<file path="config.mk">
export PLATFORM = sky130hd
export DESIGN_NAME = mrt_top
export DESIGN_NICKNAME = d
export VERILOG_FILES = /design/src/rtl/mrt_pkg.sv /design/src/rtl/mrt_pend_table.sv /design/src/rtl/mrt_rsp_class.sv /design/src/rtl/mrt_err_regs.sv /design/src/rtl/mrt_top.sv
export SDC_FILE = /design/constraint.sdc
export NUM_CORES = 1
export LEC_CHECK = 0
export BUFFER_PORTS_ARGS = -buffer_cell sky130_fd_sc_hd__buf_4
export CORE_MARGIN = 5
export CORE_UTILIZATION = 56
export CTS_BUF_LIST = sky130_fd_sc_hd__clkbuf_2
export DETAILED_ROUTE_END_ITERATION = 8
export GPL_ROUTABILITY_DRIVEN = 0
export GPL_TIMING_DRIVEN = 0
export PLACE_DENSITY = 0.8
export SYNTH_ARGS = -nofsm -noshare
export SYNTH_HDL_FRONTEND = slang
export SYNTH_HIERARCHICAL = 1
export SYNTH_SLANG_ARGS = --single-unit
</file>
<file path="constraint.sdc">
create_clock -name clk -period 3.4 [get_ports clk]
set_clock_uncertainty 0.1 [all_clocks]
set_input_delay 0.34 -clock clk [delete_from_list [all_inputs] [get_ports clk]]
set_output_delay 0.34 -clock clk [all_outputs]
set_load 0.03 [all_outputs]
</file>
<file path="src/rtl/mrt_pkg.sv">
package mrt_pkg;
  localparam logic [3:0] TT_RD_REQ = 4'h0;
  localparam logic [3:0] TT_WR_REQ = 4'h1;
  localparam logic [3:0] TT_RD_RSP = 4'h2;
  localparam logic [3:0] TT_WR_RSP = 4'h3;
  localparam logic [3:0] ST_DONE   = 4'h0;
  localparam logic [3:0] ST_ERROR  = 4'h7;
  localparam int ERR_IO    = 0;
  localparam int ERR_UNSOL = 1;
  localparam int ERR_TMO   = 2;
  localparam int ERR_ILL   = 3;
  localparam int NERR      = 4;
endpackage

</file>
<file path="src/rtl/mrt_pend_table.sv">
module mrt_pend_table #(
  parameter int NTAG = 4,
  parameter int TW   = 16,
  localparam int TAGW = $clog2(NTAG)
) (
  input  logic            clk,
  input  logic            rst_n,
  input  logic            alloc_en,
  input  logic [TAGW-1:0] alloc_tag,
  input  logic            alloc_wr,
  input  logic            rsp_free,
  input  logic [TAGW-1:0] rsp_tag,
  input  logic [TW-1:0]   limit,
  output logic [NTAG-1:0] pend,
  output logic [NTAG-1:0] is_wr,
  output logic [NTAG-1:0] expire
);
  for (genvar g = 0; g < NTAG; g++) begin : g_slot
    logic          busy_q, busy_d, wr_q, wr_d, take, answered, cnt_en;
    logic [TW-1:0] cnt_q, cnt_d;

    always_comb begin
      take      = alloc_en && (alloc_tag == TAGW'(g));
      answered  = rsp_free && (rsp_tag == TAGW'(g));
      expire[g] = busy_q && !answered && (cnt_q == limit - TW'(1));
      busy_d    = take ? 1'b1 : (busy_q && !answered && !expire[g]);
      wr_d      = take ? alloc_wr : wr_q;
      cnt_en    = take || busy_q;
      cnt_d     = take ? '0 : cnt_q + TW'(1);
    end

    always_ff @(posedge clk or negedge rst_n) begin
      if (!rst_n) begin
        busy_q <= 1'b0;
        wr_q   <= 1'b0;
        cnt_q  <= '0;
      end else begin
        busy_q <= busy_d;
        wr_q   <= wr_d;
        if (cnt_en) cnt_q <= cnt_d;
      end
    end

    assign pend[g]  = busy_q;
    assign is_wr[g] = wr_q;

    // a pending timer never runs past the programmed limit
    assert_cnt_bound_R4: assert property (@(posedge clk) disable iff (!rst_n)
      (busy_q && limit != '0 && $stable(limit)) |-> (cnt_q < limit));
  end
endmodule

</file>
<file path="src/rtl/mrt_rsp_class.sv">
module mrt_rsp_class
  import mrt_pkg::*;
#(
  parameter int NTAG = 4,
  localparam int TAGW = $clog2(NTAG)
) (
  input  logic            rsp_valid,
  input  logic [3:0]      rsp_ttype,
  input  logic [TAGW-1:0] rsp_tag,
  input  logic [3:0]      rsp_status,
  input  logic [2:0]      rsp_words,
  input  logic [NTAG-1:0] pend,
  input  logic [NTAG-1:0] is_wr,
  output logic            hit,
  output logic            unsol,
  output logic            illegal,
  output logic            ioerr,
  output logic            rd_fin,
  output logic            rd_bad
);
  logic bad_stat, bad_type, too_long;

  always_comb begin
    hit      = rsp_valid && pend[rsp_tag];
    unsol    = rsp_valid && !pend[rsp_tag];
    bad_stat = (rsp_status != ST_DONE) && (rsp_status != ST_ERROR);
    bad_type = (rsp_words != 3'd0) ? (rsp_ttype != TT_RD_RSP) : (rsp_ttype != TT_WR_RSP);
    too_long = !is_wr[rsp_tag] && (rsp_words > 3'd1);
    illegal  = hit && (bad_stat || bad_type || too_long);
    ioerr    = hit && !illegal && (rsp_status == ST_ERROR);
    rd_fin   = hit && !is_wr[rsp_tag];
    rd_bad   = rd_fin && (rsp_status == ST_ERROR);
  end
endmodule

</file>
<file path="src/rtl/mrt_err_regs.sv">
module mrt_err_regs
  import mrt_pkg::*;
#(
  parameter int NTAG = 4,
  localparam int TAGW = $clog2(NTAG)
) (
  input  logic            clk,
  input  logic            rst_n,
  input  logic [NERR-1:0] ev,
  input  logic [NERR-1:0] clr,
  input  logic [3:0]      in_ttype,
  input  logic [TAGW-1:0] in_tag,
  input  logic [3:0]      in_status,
  output logic [NERR-1:0] flags,
  output logic [3:0]      cap_ttype,
  output logic [TAGW-1:0] cap_tag,
  output logic [3:0]      cap_status
);
  logic [NERR-1:0] err_q, err_d;
  logic            cap_en;
  logic [3:0]      ttype_q, status_q;
  logic [TAGW-1:0] tag_q;

  always_comb begin
    err_d  = (err_q & ~clr) | ev;
    cap_en = (ev != '0) && (err_q == '0);
  end

  always_ff @(posedge clk or negedge rst_n) begin
    if (!rst_n) begin
      err_q    <= '0;
      ttype_q  <= '0;
      tag_q    <= '0;
      status_q <= '0;
    end else begin
      err_q <= err_d;
      if (cap_en) begin
        ttype_q  <= in_ttype;
        tag_q    <= in_tag;
        status_q <= in_status;
      end
    end
  end

  assign flags      = err_q;
  assign cap_ttype  = ttype_q;
  assign cap_tag    = tag_q;
  assign cap_status = status_q;

  // a detect bit only drops after a write-1 clear
  assert_sticky_R10: assert property (@(posedge clk) disable iff (!rst_n)
    ($past(err_q) & ~err_q & ~$past(clr)) == '0);
  // capture frozen while an error was already recorded
  assert_cap_frozen_R10: assert property (@(posedge clk) disable iff (!rst_n)
    (|$past(err_q)) |-> ($stable(ttype_q) && $stable(tag_q) && $stable(status_q)));
endmodule

</file>
<file path="src/rtl/mrt_top.sv">
module mrt_top
  import mrt_pkg::*;
#(
  parameter int NTAG = 4,
  parameter int TW   = 16,
  localparam int TAGW = $clog2(NTAG)
) (
  input  logic            clk,
  input  logic            rst_n,
  input  logic            req_valid,
  input  logic            req_write,
  input  logic [TAGW-1:0] req_tag,
  input  logic            req_hit,
  input  logic            rsp_valid,
  input  logic [3:0]      rsp_ttype,
  input  logic [TAGW-1:0] rsp_tag,
  input  logic [3:0]      rsp_status,
  input  logic [2:0]      rsp_words,
  input  logic [TW-1:0]   rsp_timeout,
  input  logic [NERR-1:0] err_clr,
  input  logic [1:0]      oob_clr,
  input  logic [1:0]      oob_irq_en,
  output logic [NERR-1:0] err_flags,
  output logic [3:0]      cap_ttype,
  output logic [TAGW-1:0] cap_tag,
  output logic [3:0]      cap_status,
  output logic [1:0]      oob_flags,
  output logic            irq,
  output logic            rd_done,
  output logic            rd_err
);
  logic [NTAG-1:0] pend, is_wr, expire;
  logic            hit, unsol, illegal, ioerr, rd_fin, rd_bad;
  logic            to_any, to_wr, to_rd_any, miss, miss_rd;
  logic [TAGW-1:0] to_tag;
  logic [NERR-1:0] ev;
  logic [3:0]      src_ttype, src_status;
  logic [TAGW-1:0] src_tag;
  logic [1:0]      oob_q, oob_d;
  logic            rd_done_q, rd_done_d, rd_err_q, rd_err_d;

  mrt_pend_table #(.NTAG(NTAG), .TW(TW)) u_pend (
    .clk(clk), .rst_n(rst_n),
    .alloc_en(req_valid && req_hit), .alloc_tag(req_tag), .alloc_wr(req_write),
    .rsp_free(hit), .rsp_tag(rsp_tag), .limit(rsp_timeout),
    .pend(pend), .is_wr(is_wr), .expire(expire));

  mrt_rsp_class #(.NTAG(NTAG)) u_class (
    .rsp_valid(rsp_valid), .rsp_ttype(rsp_ttype), .rsp_tag(rsp_tag),
    .rsp_status(rsp_status), .rsp_words(rsp_words), .pend(pend), .is_wr(is_wr),
    .hit(hit), .unsol(unsol), .illegal(illegal), .ioerr(ioerr),
    .rd_fin(rd_fin), .rd_bad(rd_bad));

  // lowest expiring tag supplies the capture fields for a timeout
  always_comb begin
    to_any = 1'b0;
    to_wr  = 1'b0;
    to_tag = '0;
    for (int i = NTAG - 1; i >= 0; i--) begin
      if (expire[i]) begin
        to_any = 1'b1;
        to_wr  = is_wr[i];
        to_tag = TAGW'(i);
      end
    end
    to_rd_any = |(expire & ~is_wr);
  end

  always_comb begin
    ev            = '0;
    ev[ERR_IO]    = ioerr;
    ev[ERR_UNSOL] = unsol;
    ev[ERR_TMO]   = to_any;
    ev[ERR_ILL]   = illegal;
    if (unsol || illegal || ioerr) begin
      src_ttype  = rsp_ttype;
      src_tag    = rsp_tag;
      src_status = rsp_status;
    end else begin
      src_ttype  = to_wr ? TT_WR_REQ : TT_RD_REQ;
      src_tag    = to_tag;
      src_status = 4'h0;
    end
  end

  mrt_err_regs #(.NTAG(NTAG)) u_err (
    .clk(clk), .rst_n(rst_n), .ev(ev), .clr(err_clr),
    .in_ttype(src_ttype), .in_tag(src_tag), .in_status(src_status),
    .flags(err_flags), .cap_ttype(cap_ttype), .cap_tag(cap_tag),
    .cap_status(cap_status));

  always_comb begin
    miss      = req_valid && !req_hit;
    miss_rd   = miss && !req_write;
    oob_d     = (oob_q & ~oob_clr) | {miss && req_write, miss_rd};
    rd_done_d = rd_fin || to_rd_any || miss_rd;
    rd_err_d  = rd_bad || to_rd_any || miss_rd;
  end

  always_ff @(posedge clk or negedge rst_n) begin
    if (!rst_n) begin
      oob_q     <= '0;
      rd_done_q <= 1'b0;
      rd_err_q  <= 1'b0;
    end else begin
      oob_q     <= oob_d;
      rd_done_q <= rd_done_d;
      rd_err_q  <= rd_err_d;
    end
  end

  assign oob_flags = oob_q;
  assign irq       = |(oob_q & oob_irq_en);
  assign rd_done   = rd_done_q;
  assign rd_err    = rd_err_q;

  // an error flag on the read port always comes with a completion
  assert_rderr_done_R2: assert property (@(posedge clk) disable iff (!rst_n)
    rd_err |-> rd_done);
  // a completion follows a request, a response or a pending read
  assert_done_cause_R1: assert property (@(posedge clk) disable iff (!rst_n)
    rd_done |-> $past(req_valid || rsp_valid || (pend != '0)));
  // out-of-window status drops only after a clear
  assert_oob_sticky_R8: assert property (@(posedge clk) disable iff (!rst_n)
    ($past(oob_q) & ~oob_q & ~$past(oob_clr)) == '0);
  // an unsolicited response never completes a read
  assert_unsol_nodone_R3: assert property (@(posedge clk) disable iff (!rst_n)
    (unsol && !req_valid && pend == '0) |=> !rd_done);
endmodule

</file>
Word-level counts from Yosys, hierarchy flattened
Index checks and enable logic that the tools add are counted.
Cells by class
  add/sub/neg operators: 5
  $lt $le $gt $ge: 2
  equal/unequal tests: 14
  muxes and demuxes: 29
  bitwise operators: 9
  reductions and logical operators: 67
Operators with widths (number)
  16-bit by 1-bit adder with 16-bit output (second input constant): 4
  16-bit == test: 4
  16-bit 2-to-1 mux: 4
  1-bit logical AND: 34
  1-bit 2-to-1 mux: 16
  16-bit by 1-bit subtractor with 16-bit output (second input constant): 1
  1-bit zero test: 13
  1-bit logical OR: 12
  2-bit 2-to-1 mux: 5
  4-bit AND: 2
  2-bit == test (second input constant): 4
  4-bit 2-to-1 mux: 2
  4-bit by 2-bit != test with 1-bit output (second input constant): 2
  4-bit inverter: 2
  4-bit nonzero test: 2
  2-bit AND: 2
  1-bit binary-select mux with 2-bit select: 2
  2-bit by 1-bit == test with 1-bit output (second input constant): 2
  4-bit by 3-bit == test with 1-bit output (second input constant): 1
  2-bit zero test: 2
  4-bit zero test: 1
  4-bit by 3-bit != test with 1-bit output (second input constant): 1
  4-bit OR: 1
  4-bit OR reduction: 1
  6 further kinds: 6
Word-level totals
  register bits after elaboration: 90
  bits of input ports: 45
  output and inout port bits: 19

Longest topological paths before layout
Gate-level depths: netlist of run 1.
  depth in word-level cells: 13
  depth in mapped cells: 16
  depth with buffers taken out: 14

By module
Netlist of run 1, hierarchy kept.
By module, submodules not included
  mrt_pend_table: instances 1, cells an instance 603, area an instance 5213.8 um^2, seq. area each 1801.7 um^2
  mrt_err_regs: instances 1, cells an instance 35, area an instance 590.6 um^2, seq. area each 350.3 um^2
  mrt_top: instances 1, cells an instance 44, area an instance 367.9 um^2, seq. area each 100.1 um^2
  mrt_rsp_class: instances 1, cells an instance 18, area an instance 161.4 um^2, seq. area each 0.0 um^2

Least setup slack after synthesis of run 1
OpenSTA, ideal clock, no wires.
  path kind: in2reg
  start point: in rsp_timeout[0]
  end point: reg u_err.status_q[0] (netlist: u_err/cap_status[0])
  arrival: 3.972 ns
  data required time: 3.175 ns
  path slack: -0.797 ns
  cell stages on the path: 16
  buffers on the path: 2
  cells stage by stage: buf_2 inv_1 ha_1 or4b_1 or4_1 clkbuf_1 xor2_1 o21ai_0 or4b_1 nor4_2 o211a_1 nor2_1 nand2_1 nor4_2 nor2_8 mux2_4
Between the ends
  elaborated cells on any way between the ends: 15
  classes of those cells: add/sub (1); eq/ne (4); mux (4); reduce/logical (6)
RTL lines
  start, declared: RTL line mrt_top.sv:19  | input logic [TW-1:0] rsp_timeout,
  16-bit by 1-bit subtractor with 16-bit output: RTL line mrt_pend_table.sv:25  | expire[g] = busy_q && !answered && (cnt_q == limit - TW'(1));
  16-bit == test: RTL line mrt_pend_table.sv:25
  1-bit logical AND: RTL line mrt_pend_table.sv:25
  net expire[1]: RTL line mrt_top.sv:32  | logic [NTAG-1:0] pend, is_wr, expire;
  1-bit 2-to-1 mux (2 in series): RTL line mrt_top.sv:60  | if (expire[i]) begin
  net to_any: RTL line mrt_top.sv:34  | logic to_any, to_wr, to_rd_any, miss, miss_rd;
  4-bit nonzero test: RTL line mrt_err_regs.sv:26  | cap_en = (ev != '0) && (err_q == '0);
  1-bit logical AND: RTL line mrt_err_regs.sv:26
  end signal, assigned: RTL line mrt_err_regs.sv:40  | status_q <= in_status;
  end, declared: RTL line mrt_err_regs.sv:21  | logic [3:0] ttype_q, status_q;
The timed path passes the listed nets, and every way through them passes these cells.
A chain may end at the register's enable or synchronous reset.

Worst setup path after layout of run 1
  start point: in rsp_timeout[0]
  end point: reg u_err.status_q[1] (netlist: u_err/cap_status[1])
The elaborated chain is that of the path after synthesis.

==> metrics.csv, run 1 <==
metric;value;unit
result of the run;complete, but fails checks;
failing checks;setup timing;
synthesized instance count;700;
remaining design rule violation count;0;
CTS Root Cell;sky130_fd_sc_hd__clkbuf_2;
maximum number of pins on one net before global-route repair;91;
worst endpoint required time;3.83;ns
number of antenna violations at the first check in global routing;0;
standard cell area after detailed placement;0.00701;sq mm
overall die height;116;um
number of clock sinks;90;
worst-case hold path end point;u_pend/g_slot[1].busy_q;
reg-to-reg critical path startpoint;u_pend/g_slot[1].cnt_q[8];
Worst setup EP type;flop;
slew of the pin with the lowest slew margin;1.25;ns
layout cells sized above 1;23.3;%
crit path time final;3.52;ns
core outline area;0.0110;sq mm
Period Utilization, post-route;104;%
IO Count;64;
clock buffer count from CTS;9;
mean post-synth cell area;9.05;sq um
Hold Path Stages;4;
clock slew at reported path FFs;0.27;ns
cell area after synthesis;0.00633;sq mm
clock network latency to the later pin of the worst-skew pair;0.61;ns
setup TNS;-0.973;ns
max cap viols;0;
Setup crit start kind;input pin;
Post-DRT Antenna Nets;0;
Worst Path Max Fanout;5;
Primary FF master, synth;sky130_fd_sc_hd__dfrtp_1;
final setup violation count;10;
worst hold path startpoint;rsp_tag[0];
final instance area;0.00767;sq mm
proportion of synthesized flip-flops having asynchronous set or reset;100;%
Clock Tree Buf Depth;2;
Synth-to-Final Area Change;21.2;%
number of filler cells placed in the layout;807;
achievable frequency;284;MHz
PortBufs;56;
number of nets in the final layout;853;
vias in the first global route;5496;
EDFF count, synth;0;
drt first pass iters;5;
leakage power of the design;3.33;nW
CTS tree;yes;
full die area;0.0135;sq mm
setup slack on the worst flop-to-flop path;-0.04;ns
detailed placer's ending HPWL;12000;um
Tot GR Track Use;25.7;%
unrepaired setup endpoints after global routing;yes;
kind of path behind the tightest hold check;input pin to flop;
H-tree Lvls;3;
Slew Limit Fails;0;
Iteration-0 DRC Markers;591;
number of inserted diodes;0;
post-layout worst setup margin;-0.124;ns
Syn. warnings;6;
total length of routed wires;17000;um
flip-flop and latch count after synthesis;90;
worst ir drop on vdd;0.399;mV
post-detailed-route via-to-cell ratio;6.07;
data arrival time of the worst path;3.95;ns
wire length of the first global-routing pass;27300;um
Distinct cells, synth;79;
DR vias;5756;
end of the worst register-to-register path;u_err/cap_status[1];
total power per unit cell area;492;mW/mm^2
final global-route overflow total;0;
routed wirelength normalized by instance count;17.9;um
share of synthesized area occupied by flip-flops and latches;35.6;%
number of cell rows;38;
Die Span X;116;um
final hold violation count;0;
critical path class;input pin to flop;
net count of the mapped netlist;750;
R2R depth;12;
Initial Util;57.7;%
worst relative slew slack;16.2;%
sequential cells by signal (all words and copies together), names as in the netlist:
name and cells:
u_err/flags 4, u_err/cap_status 4, u_err/cap_ttype 4, u_pend/g_slot.wr_q 4
rd_done 1, rd_err 1, u_pend/g_slot.cnt_q 64, oob_flags 2
u_pend/g_slot.busy_q 4, u_err/cap_tag 2
where the power goes:
| part | internal [mW] | switching, mW |
|---|---|---|
| registers | 1.30 | 0.285 |
| logic | 0.764 | 0.787 |
| clock network | 0.249 | 0.385 |
| total | 2.32 | 1.46 |
worst max-delay path, cell delays in order:
cell and delay, ns:
sky130_fd_sc_hd__buf_12 0.11, sky130_fd_sc_hd__clkinv_4 0.04, sky130_fd_sc_hd__ha_4 0.12, sky130_fd_sc_hd__or4b_4 0.52, sky130_fd_sc_hd__o41ai_4 0.41, sky130_fd_sc_hd__nor2_2 0.10
sky130_fd_sc_hd__or4_4 0.50, sky130_fd_sc_hd__or3_4 0.42, sky130_fd_sc_hd__nor4_4 0.31, sky130_fd_sc_hd__o211a_1 0.25, sky130_fd_sc_hd__nor2_2 0.05, sky130_fd_sc_hd__nand2_2 0.11
sky130_fd_sc_hd__nor4_4 0.08, sky130_fd_sc_hd__nor2_4 0.26, sky130_fd_sc_hd__mux2_4 0.32
per-layer routing:
layer | track usage [%] | vias to the layer above | wire length, um
met1 | 34.6 | 2803 | 7170
met4 | 9.59 | 0 | 487
li1 | - | 2680 | -
met3 | 3.99 | 49 | 1160
met2 | 41.9 | 224 | 8190
met5 | 0 | - | 0
logic make-up (layout without fill, tap and decap cells):
logic type	count (synthesis)	in the layout	share of synthesized area, %
AOI/OAI and AO/OA	106	106	11.6
xor gates and xnor gates	101	101	15.7
adders and majority gates	7	7	1.30
buffers and inverters	70	177	4.94
DFF	90	90	35.6
muxes	21	21	4.64
and+or+nand+nor	305	306	26.2
cells in the final DEF, fill, tap and decap left out, types with 19 or more instances in the layout:
cell	instances
sky130_fd_sc_hd__buf_4	87
sky130_fd_sc_hd__nand2_1	52
sky130_fd_sc_hd__xor2_1	46
sky130_fd_sc_hd__xnor2_1	44
sky130_fd_sc_hd__nand3_1	19
sky130_fd_sc_hd__inv_1	20
sky130_fd_sc_hd__nand4_1	21
sky130_fd_sc_hd__o21ai_0	29
sky130_fd_sc_hd__dlygate4sd3_1	20
sky130_fd_sc_hd__clkbuf_1	23
sky130_fd_sc_hd__nor2_1	79
sky130_fd_sc_hd__dfrtp_1	85
through the flow:
stage / hold WS [ns] / total power [mW] / setup WS [ns] / std cells / util (%)
after floorplan: -0.0556 / 2.60 / -0.634 / 700 / -
after global placement: 0.394 / 2.96 / -1.23 / 896 / 63.8
after detailed placement: 0.398 / 3.02 / -1.31 / 896 / 63.8
after CTS: 0.0108 / 3.76 / 0.00538 / 945 / 69.1
after global routing: 0.0130 / 4.00 / -0.166 / 948 / 69.9
final: 0.0425 / 3.77 / -0.124 / 948 / 69.9
cells in the mapped netlist (3+ instances only):
| cell type | count | area [sq um] |
|---|---|---|
| sky130_fd_sc_hd__and2_1 | 3 | 18.8 |
| sky130_fd_sc_hd__a31o_2 | 3 | 26.3 |
| sky130_fd_sc_hd__nand3b_1 | 9 | 67.6 |
| sky130_fd_sc_hd__nand3_1 | 19 | 95.1 |
| sky130_fd_sc_hd__buf_2 | 4 | 20.0 |
| sky130_fd_sc_hd__clkbuf_1 | 32 | 120 |
| sky130_fd_sc_hd__xnor2_1 | 46 | 403 |
| sky130_fd_sc_hd__dfrtp_1 | 90 | 2250 |
| sky130_fd_sc_hd__a2111oi_0 | 4 | 35.0 |
| sky130_fd_sc_hd__and3_1 | 14 | 87.6 |
| sky130_fd_sc_hd__nand2b_1 | 11 | 68.8 |
| sky130_fd_sc_hd__a21oi_1 | 18 | 90.1 |
| sky130_fd_sc_hd__a31oi_1 | 5 | 31.3 |
| sky130_fd_sc_hd__inv_1 | 22 | 82.6 |
| sky130_fd_sc_hd__o2111ai_1 | 6 | 52.6 |
| sky130_fd_sc_hd__xor2_1 | 47 | 412 |
| sky130_fd_sc_hd__buf_4 | 8 | 60.1 |
| sky130_fd_sc_hd__a211oi_1 | 5 | 37.5 |
| sky130_fd_sc_hd__o21ai_0 | 30 | 150 |
| sky130_fd_sc_hd__nor3_1 | 15 | 75.1 |
| sky130_fd_sc_hd__ha_1 | 5 | 62.6 |
| sky130_fd_sc_hd__nand2_1 | 53 | 199 |
| sky130_fd_sc_hd__xnor3_1 | 7 | 158 |
| sky130_fd_sc_hd__nor4_2 | 3 | 37.5 |
| sky130_fd_sc_hd__and2_2 | 7 | 52.6 |
| sky130_fd_sc_hd__mux2_4 | 10 | 150 |
| sky130_fd_sc_hd__mux2_2 | 4 | 45.0 |
| sky130_fd_sc_hd__or2_2 | 3 | 18.8 |
| sky130_fd_sc_hd__o32ai_1 | 3 | 26.3 |
| sky130_fd_sc_hd__or3_1 | 19 | 119 |
| sky130_fd_sc_hd__a21o_1 | 4 | 30.0 |
| sky130_fd_sc_hd__nor2b_1 | 12 | 75.1 |
| sky130_fd_sc_hd__mux2i_1 | 5 | 50.1 |
| sky130_fd_sc_hd__nand4_1 | 21 | 131 |
| sky130_fd_sc_hd__nor2_1 | 84 | 315 |
| sky130_fd_sc_hd__nor4_1 | 9 | 56.3 |
| sky130_fd_sc_hd__nor4b_1 | 4 | 35.0 |
| sky130_fd_sc_hd__or4_1 | 3 | 22.5 |
layout make-up:
class	instances	area [sq um]	share of cell area (%)
timing repair buffer	98	793	10.3
clock inverter	6	90.1	1.17
sequential	90	2260	29.4
clock buffer	10	50.0	0.652
inverter	22	90.1	1.17
tap	140	175	2.28
buffer	41	235	3.06
multi-input combinational	541	3980	51.9
what timing repair did:
item                       CTS  global route
hold endpoints to repair   110             1
gates resized for setup     31            18
hold buffers                19             1
cloned                       1             0
pin swaps                   17            11
buffers inserted            18             4
setup endpoints to repair   12            10
worst max-delay path by stage:
stage	depth (start not counted)	slack, ns	endpoint	from
4_1_cts	12	0.005	u_err/cap_ttype[3]	u_pend/g_slot[1].cnt_q[2]
2_1_floorplan	16	-0.63	u_err/cap_status[0]	rsp_timeout[0]
5_1_grt	15	-0.17	u_err/cap_ttype[3]	rsp_timeout[0]
3_3_place_gp	16	-1.23	u_err/cap_ttype[1]	rsp_timeout[1]
6_report	15	-0.12	u_err/cap_status[1]	rsp_timeout[0]
3_5_place_dp	15	-1.31	u_err/cap_tag[1]	rsp_timeout[1]
No activity file was read; power rests on OpenSTA's default activity.
==> run 2, diff against run 1 <==
--- a/config.mk
+++ b/config.mk
@@ -12,7 +12,7 @@
 export DETAILED_ROUTE_END_ITERATION = 8
 export GPL_ROUTABILITY_DRIVEN = 0
 export GPL_TIMING_DRIVEN = 0
-export PLACE_DENSITY = 0.8
+export PLACE_DENSITY = 0.79
 export SYNTH_ARGS = -nofsm -noshare
 export SYNTH_HDL_FRONTEND = slang
 export SYNTH_HIERARCHICAL = 1
==> run 2 against run 1 <==
  * Clock power is 8.8% higher
  * Combinational power hardly changed
  * The flow still finishes with violations (setup timing)
  * Worst setup slack better by 0.036 ns
==> metrics.csv, run 2 (synthesis results as in run 1) <==
metric;value;unit;change
number of inserted diodes;0;;unchanged
slew of the pin with the lowest slew margin;1.24;ns;was 1.25 ns
final global-route overflow total;0;;unchanged
result of the run;complete, but fails checks;;unchanged
overall die height;116;um;unchanged
clock buffer count from CTS;9;;unchanged
layout cells sized above 1;22.6;%;was 23.3%
instance count after placement with tap cells included;896;;unchanged
critical path class;input pin to flop;;unchanged
max cap viols;0;;unchanged
worst setup path startpoint;rsp_timeout[0];;unchanged
total power per unit cell area;501;mW/mm^2;was 492 mW/mm^2
Period Utilization, post-route;103;%;was 104%
post-detailed-route via-to-cell ratio;6.03;;was 6.07
non-filler instance count after layout;948;;unchanged
Synth-to-Final Area Change;20.9;%;was 21.2%
kind of cell with the highest combined delay on the critical path;simple AND/OR/NAND/NOR gates;;unchanged
crit path time final;3.49;ns;was 3.52 ns
DR vias;5721;;was 5,756
IO Count;64;;unchanged
design internal power;2.39;mW;was 2.32 mW
CTS tree;yes;;unchanged
flip-flop count of the largest register after layout;64;;unchanged
clock network latency to the later pin of the worst-skew pair;0.62;ns;was 0.61 ns
Crit path largest cell delay;0.75;ns;was 0.52 ns
number of nets in the final layout;854;;was 853
worst hold path startpoint;req_tag[1];;was rsp_tag[0]
total length of routed wires;17000;um;about the same
full die area;0.0135;sq mm;unchanged
Slew Limit Fails;0;;unchanged
clock slew at reported path FFs;0.23;ns;was 0.27 ns
relative contribution of sequential cells to total power;41.4;%;was 42.1%
kind of path behind the tightest hold check;input pin to flop;;unchanged
Die Span X;116;um;unchanged
post-layout worst setup margin;-0.0882;ns;was -0.124 ns
Worst setup EP type;flop;;unchanged
routed wirelength normalized by instance count;17.9;um;about the same
reg-to-reg critical path startpoint;u_pend/g_slot[1].cnt_q[2];;was u_pend/g_slot[1].cnt_q[8]
worst ir drop on vdd;0.384;mV;was 0.399 mV
Iteration-0 DRC Markers;617;;was 591
total number of cells along the worst setup path;14;;was 15
most common library cell in the layout ignoring fill and taps;sky130_fd_sc_hd__buf_4;;unchanged
final setup violation count;10;;unchanged
worst endpoint required time;3.81;ns;was 3.83 ns
remaining design rule violation count;0;;unchanged
Initial Util;57.7;%;unchanged
Post-DRT Antenna Nets;0;;unchanged
achievable frequency;287;MHz;was 284 MHz
total area of sequential cells;0.00226;sq mm;about the same
drt first pass iters;6;;was 5
Clock Tree Buf Depth;2;;unchanged
detailed placer's ending HPWL;12100;um;was 12,000 um
wire length of the first global-routing pass;27300;um;unchanged
CTS Root Cell;sky130_fd_sc_hd__clkbuf_2;;unchanged
fraction of power consumed by the clock network;18.0;%;was 16.8%
setup slack after placement;-1.41;ns;was -1.31 ns
unrepaired setup endpoints after global routing;yes;;unchanged
Setup crit start kind;input pin;;unchanged
leakage power of the design;3.34;nW;was 3.33 nW
switching part of the total;37.7;%;was 38.6%
Hold Path Stages;3;;was 4
area taken by multi-input logic gates;0.00396;sq mm;was 0.00398 sq mm
final hold violation count;0;;unchanged
number of filler cells placed in the layout;804;;was 807
Slowest-stage cell, CP;sky130_fd_sc_hd__nor3_1;;was sky130_fd_sc_hd__or4b_4
number of antenna violations at the first check in global routing;0;;unchanged
maximum number of pins on one net before global-route repair;91;;unchanged
worst path cell trace;buf_12 > buf_4 > nor3_1 > nand2_1 > xnor2_1 > xnor2_1 > nand3_1 > or4_4 > nor2_4 > nor2_1 > nand2_2 > nor4_4 > nor2_4 > mux2_4;;was buf_12 > clkinv_4 > ha_4 > or4b_4 > o41ai_4 > nor2_2 > or4_4 > or3_4 > nor4_4 > o211a_1 > nor2_2 > nand2_2 > nor4_4 > nor2_4 > mux2_4
Worst Path Max Fanout;7;;was 5
H-tree Lvls;3;;unchanged
most used cells in the layout excluding fill and tap cells;87 x sky130_fd_sc_hd__buf_4, 84 x sky130_fd_sc_hd__dfrtp_1, 81 x sky130_fd_sc_hd__nor2_1;;was 87 x sky130_fd_sc_hd__buf_4, 85 x sky130_fd_sc_hd__dfrtp_1, 79 x sky130_fd_sc_hd__nor2_1
failing checks;setup timing;;unchanged
Critical path buffers and inverters;2;;unchanged
worst relative slew slack;17.2;%;was 16.2%
Comb power frac;40.7;%;was 41.1%
vias in the first global route;5539;;was 5,496
R2R depth;12;;unchanged
PortBufs;56;;unchanged
number of clock sinks;90;;unchanged
core outline area;0.0110;sq mm;unchanged
number of cell rows;38;;unchanged
Switching Power;1.45;mW;was 1.46 mW
Top reg by flops;u_pend/g_slot.cnt_q;;unchanged
data arrival time of the worst path;3.90;ns;was 3.95 ns
Tot GR Track Use;25.6;%;was 25.7%
setup slack on the worst flop-to-flop path;-0.03;ns;was -0.04 ns
[run 2: changes by cell type in the layout (fill, tap and decap cells not counted), sizes merged]
cell and delta:
clkinvlp -1, clkbuf -1, inv -1, buf +2, bufinv +1
[run 2: power groups by stage]
| stage | logic (mW) | registers, mW | clock network [mW] |
|---|---|---|---|
| 2_1_floorplan | 0.999 | 1.60 | 0 |
| 3_3_place_gp | 1.40 | 1.55 | 0 |
| 3_5_place_dp | 1.46 | 1.56 | 0 |
| 4_1_cts | 1.48 | 1.59 | 0.710 |
| 5_1_grt | 1.69 | 1.62 | 0.750 |
| 6_report | 1.56 | 1.59 | 0.690 |
[run 2: metrics by stage]
step                      power [mW]  utilization (%)  cell area (sq um)  TNS (ns)  hold WS (ns)
after global placement          2.95             63.8               7010    -14.60         0.394
after global routing            4.07             69.7               7660     -1.12        0.0202
after floorplan                 2.60                -               6410     -6.58       -0.0556
after detailed placement        3.03             63.8               7010    -16.78         0.397
after CTS                       3.78             68.9               7570    -0.242       0.00128
final                           3.84             69.7               7660    -0.568        0.0453
[run 2: layout make-up]
class                           count  share of cell area [%]
Buffer                             41                    2.94
Multi-Input combinational cell    541                    51.7
Clock inverter                      5                    1.36
Inverter                           22                    1.18
Tap cell                          140                    2.29
Clock buffer                       10                   0.653
Sequential cell                    90                    29.5
Timing Repair Buffer               99                    10.4
[run 2: metal layers]
| layer | global-route usage (%) | vias to the layer above | wire length, um |
|---|---|---|---|
| met1 | 33.3 | 2763 | 6870 |
| li1 | - | 2667 | - |
| met5 | 0 | - | 0 |
| met3 | 5.80 | 40 | 1450 |
| met4 | 7.12 | 0 | 326 |
| met2 | 43.2 | 251 | 8310 |
[run 2: final timing paths]
path / endpoint
setup / recovery: u_err/cap_status[1]
hold / removal: u_pend/g_slot[0].cnt_q[15]
setup reg to reg: u_err/cap_status[1]
hold reg to reg: u_err/cap_status[0]
max in group asynchronous: u_pend/g_slot[2].cnt_q[1]
min in group asynchronous: u_pend/g_slot[0].cnt_q[1]
[run 2: repair_timing]
item | CTS | global route
hold endpoints to repair | 111 | 0
hold buffers | 20 | 0
endpoints found under the setup margin | 13 | 11
buffers inserted | 17 | 6
cloned | 1 | 0
pin swaps | 17 | 11
resized for setup | 22 | 16
[run 2: worst register-to-register path, stage by stage, from the launching register on]
cell and delay (ns):
sky130_fd_sc_hd__dfrtp_2 0.50, sky130_fd_sc_hd__nand2b_1 0.17, sky130_fd_sc_hd__a211oi_1 0.22, sky130_fd_sc_hd__a211oi_1 0.11, sky130_fd_sc_hd__or4_1 0.41, sky130_fd_sc_hd__or3_1 0.40
sky130_fd_sc_hd__nor4_4 0.34, sky130_fd_sc_hd__o211a_1 0.26, sky130_fd_sc_hd__nor2_2 0.06, sky130_fd_sc_hd__nand2_2 0.11, sky130_fd_sc_hd__nor4_4 0.07, sky130_fd_sc_hd__nor2_4 0.27
sky130_fd_sc_hd__mux2_4 0.32
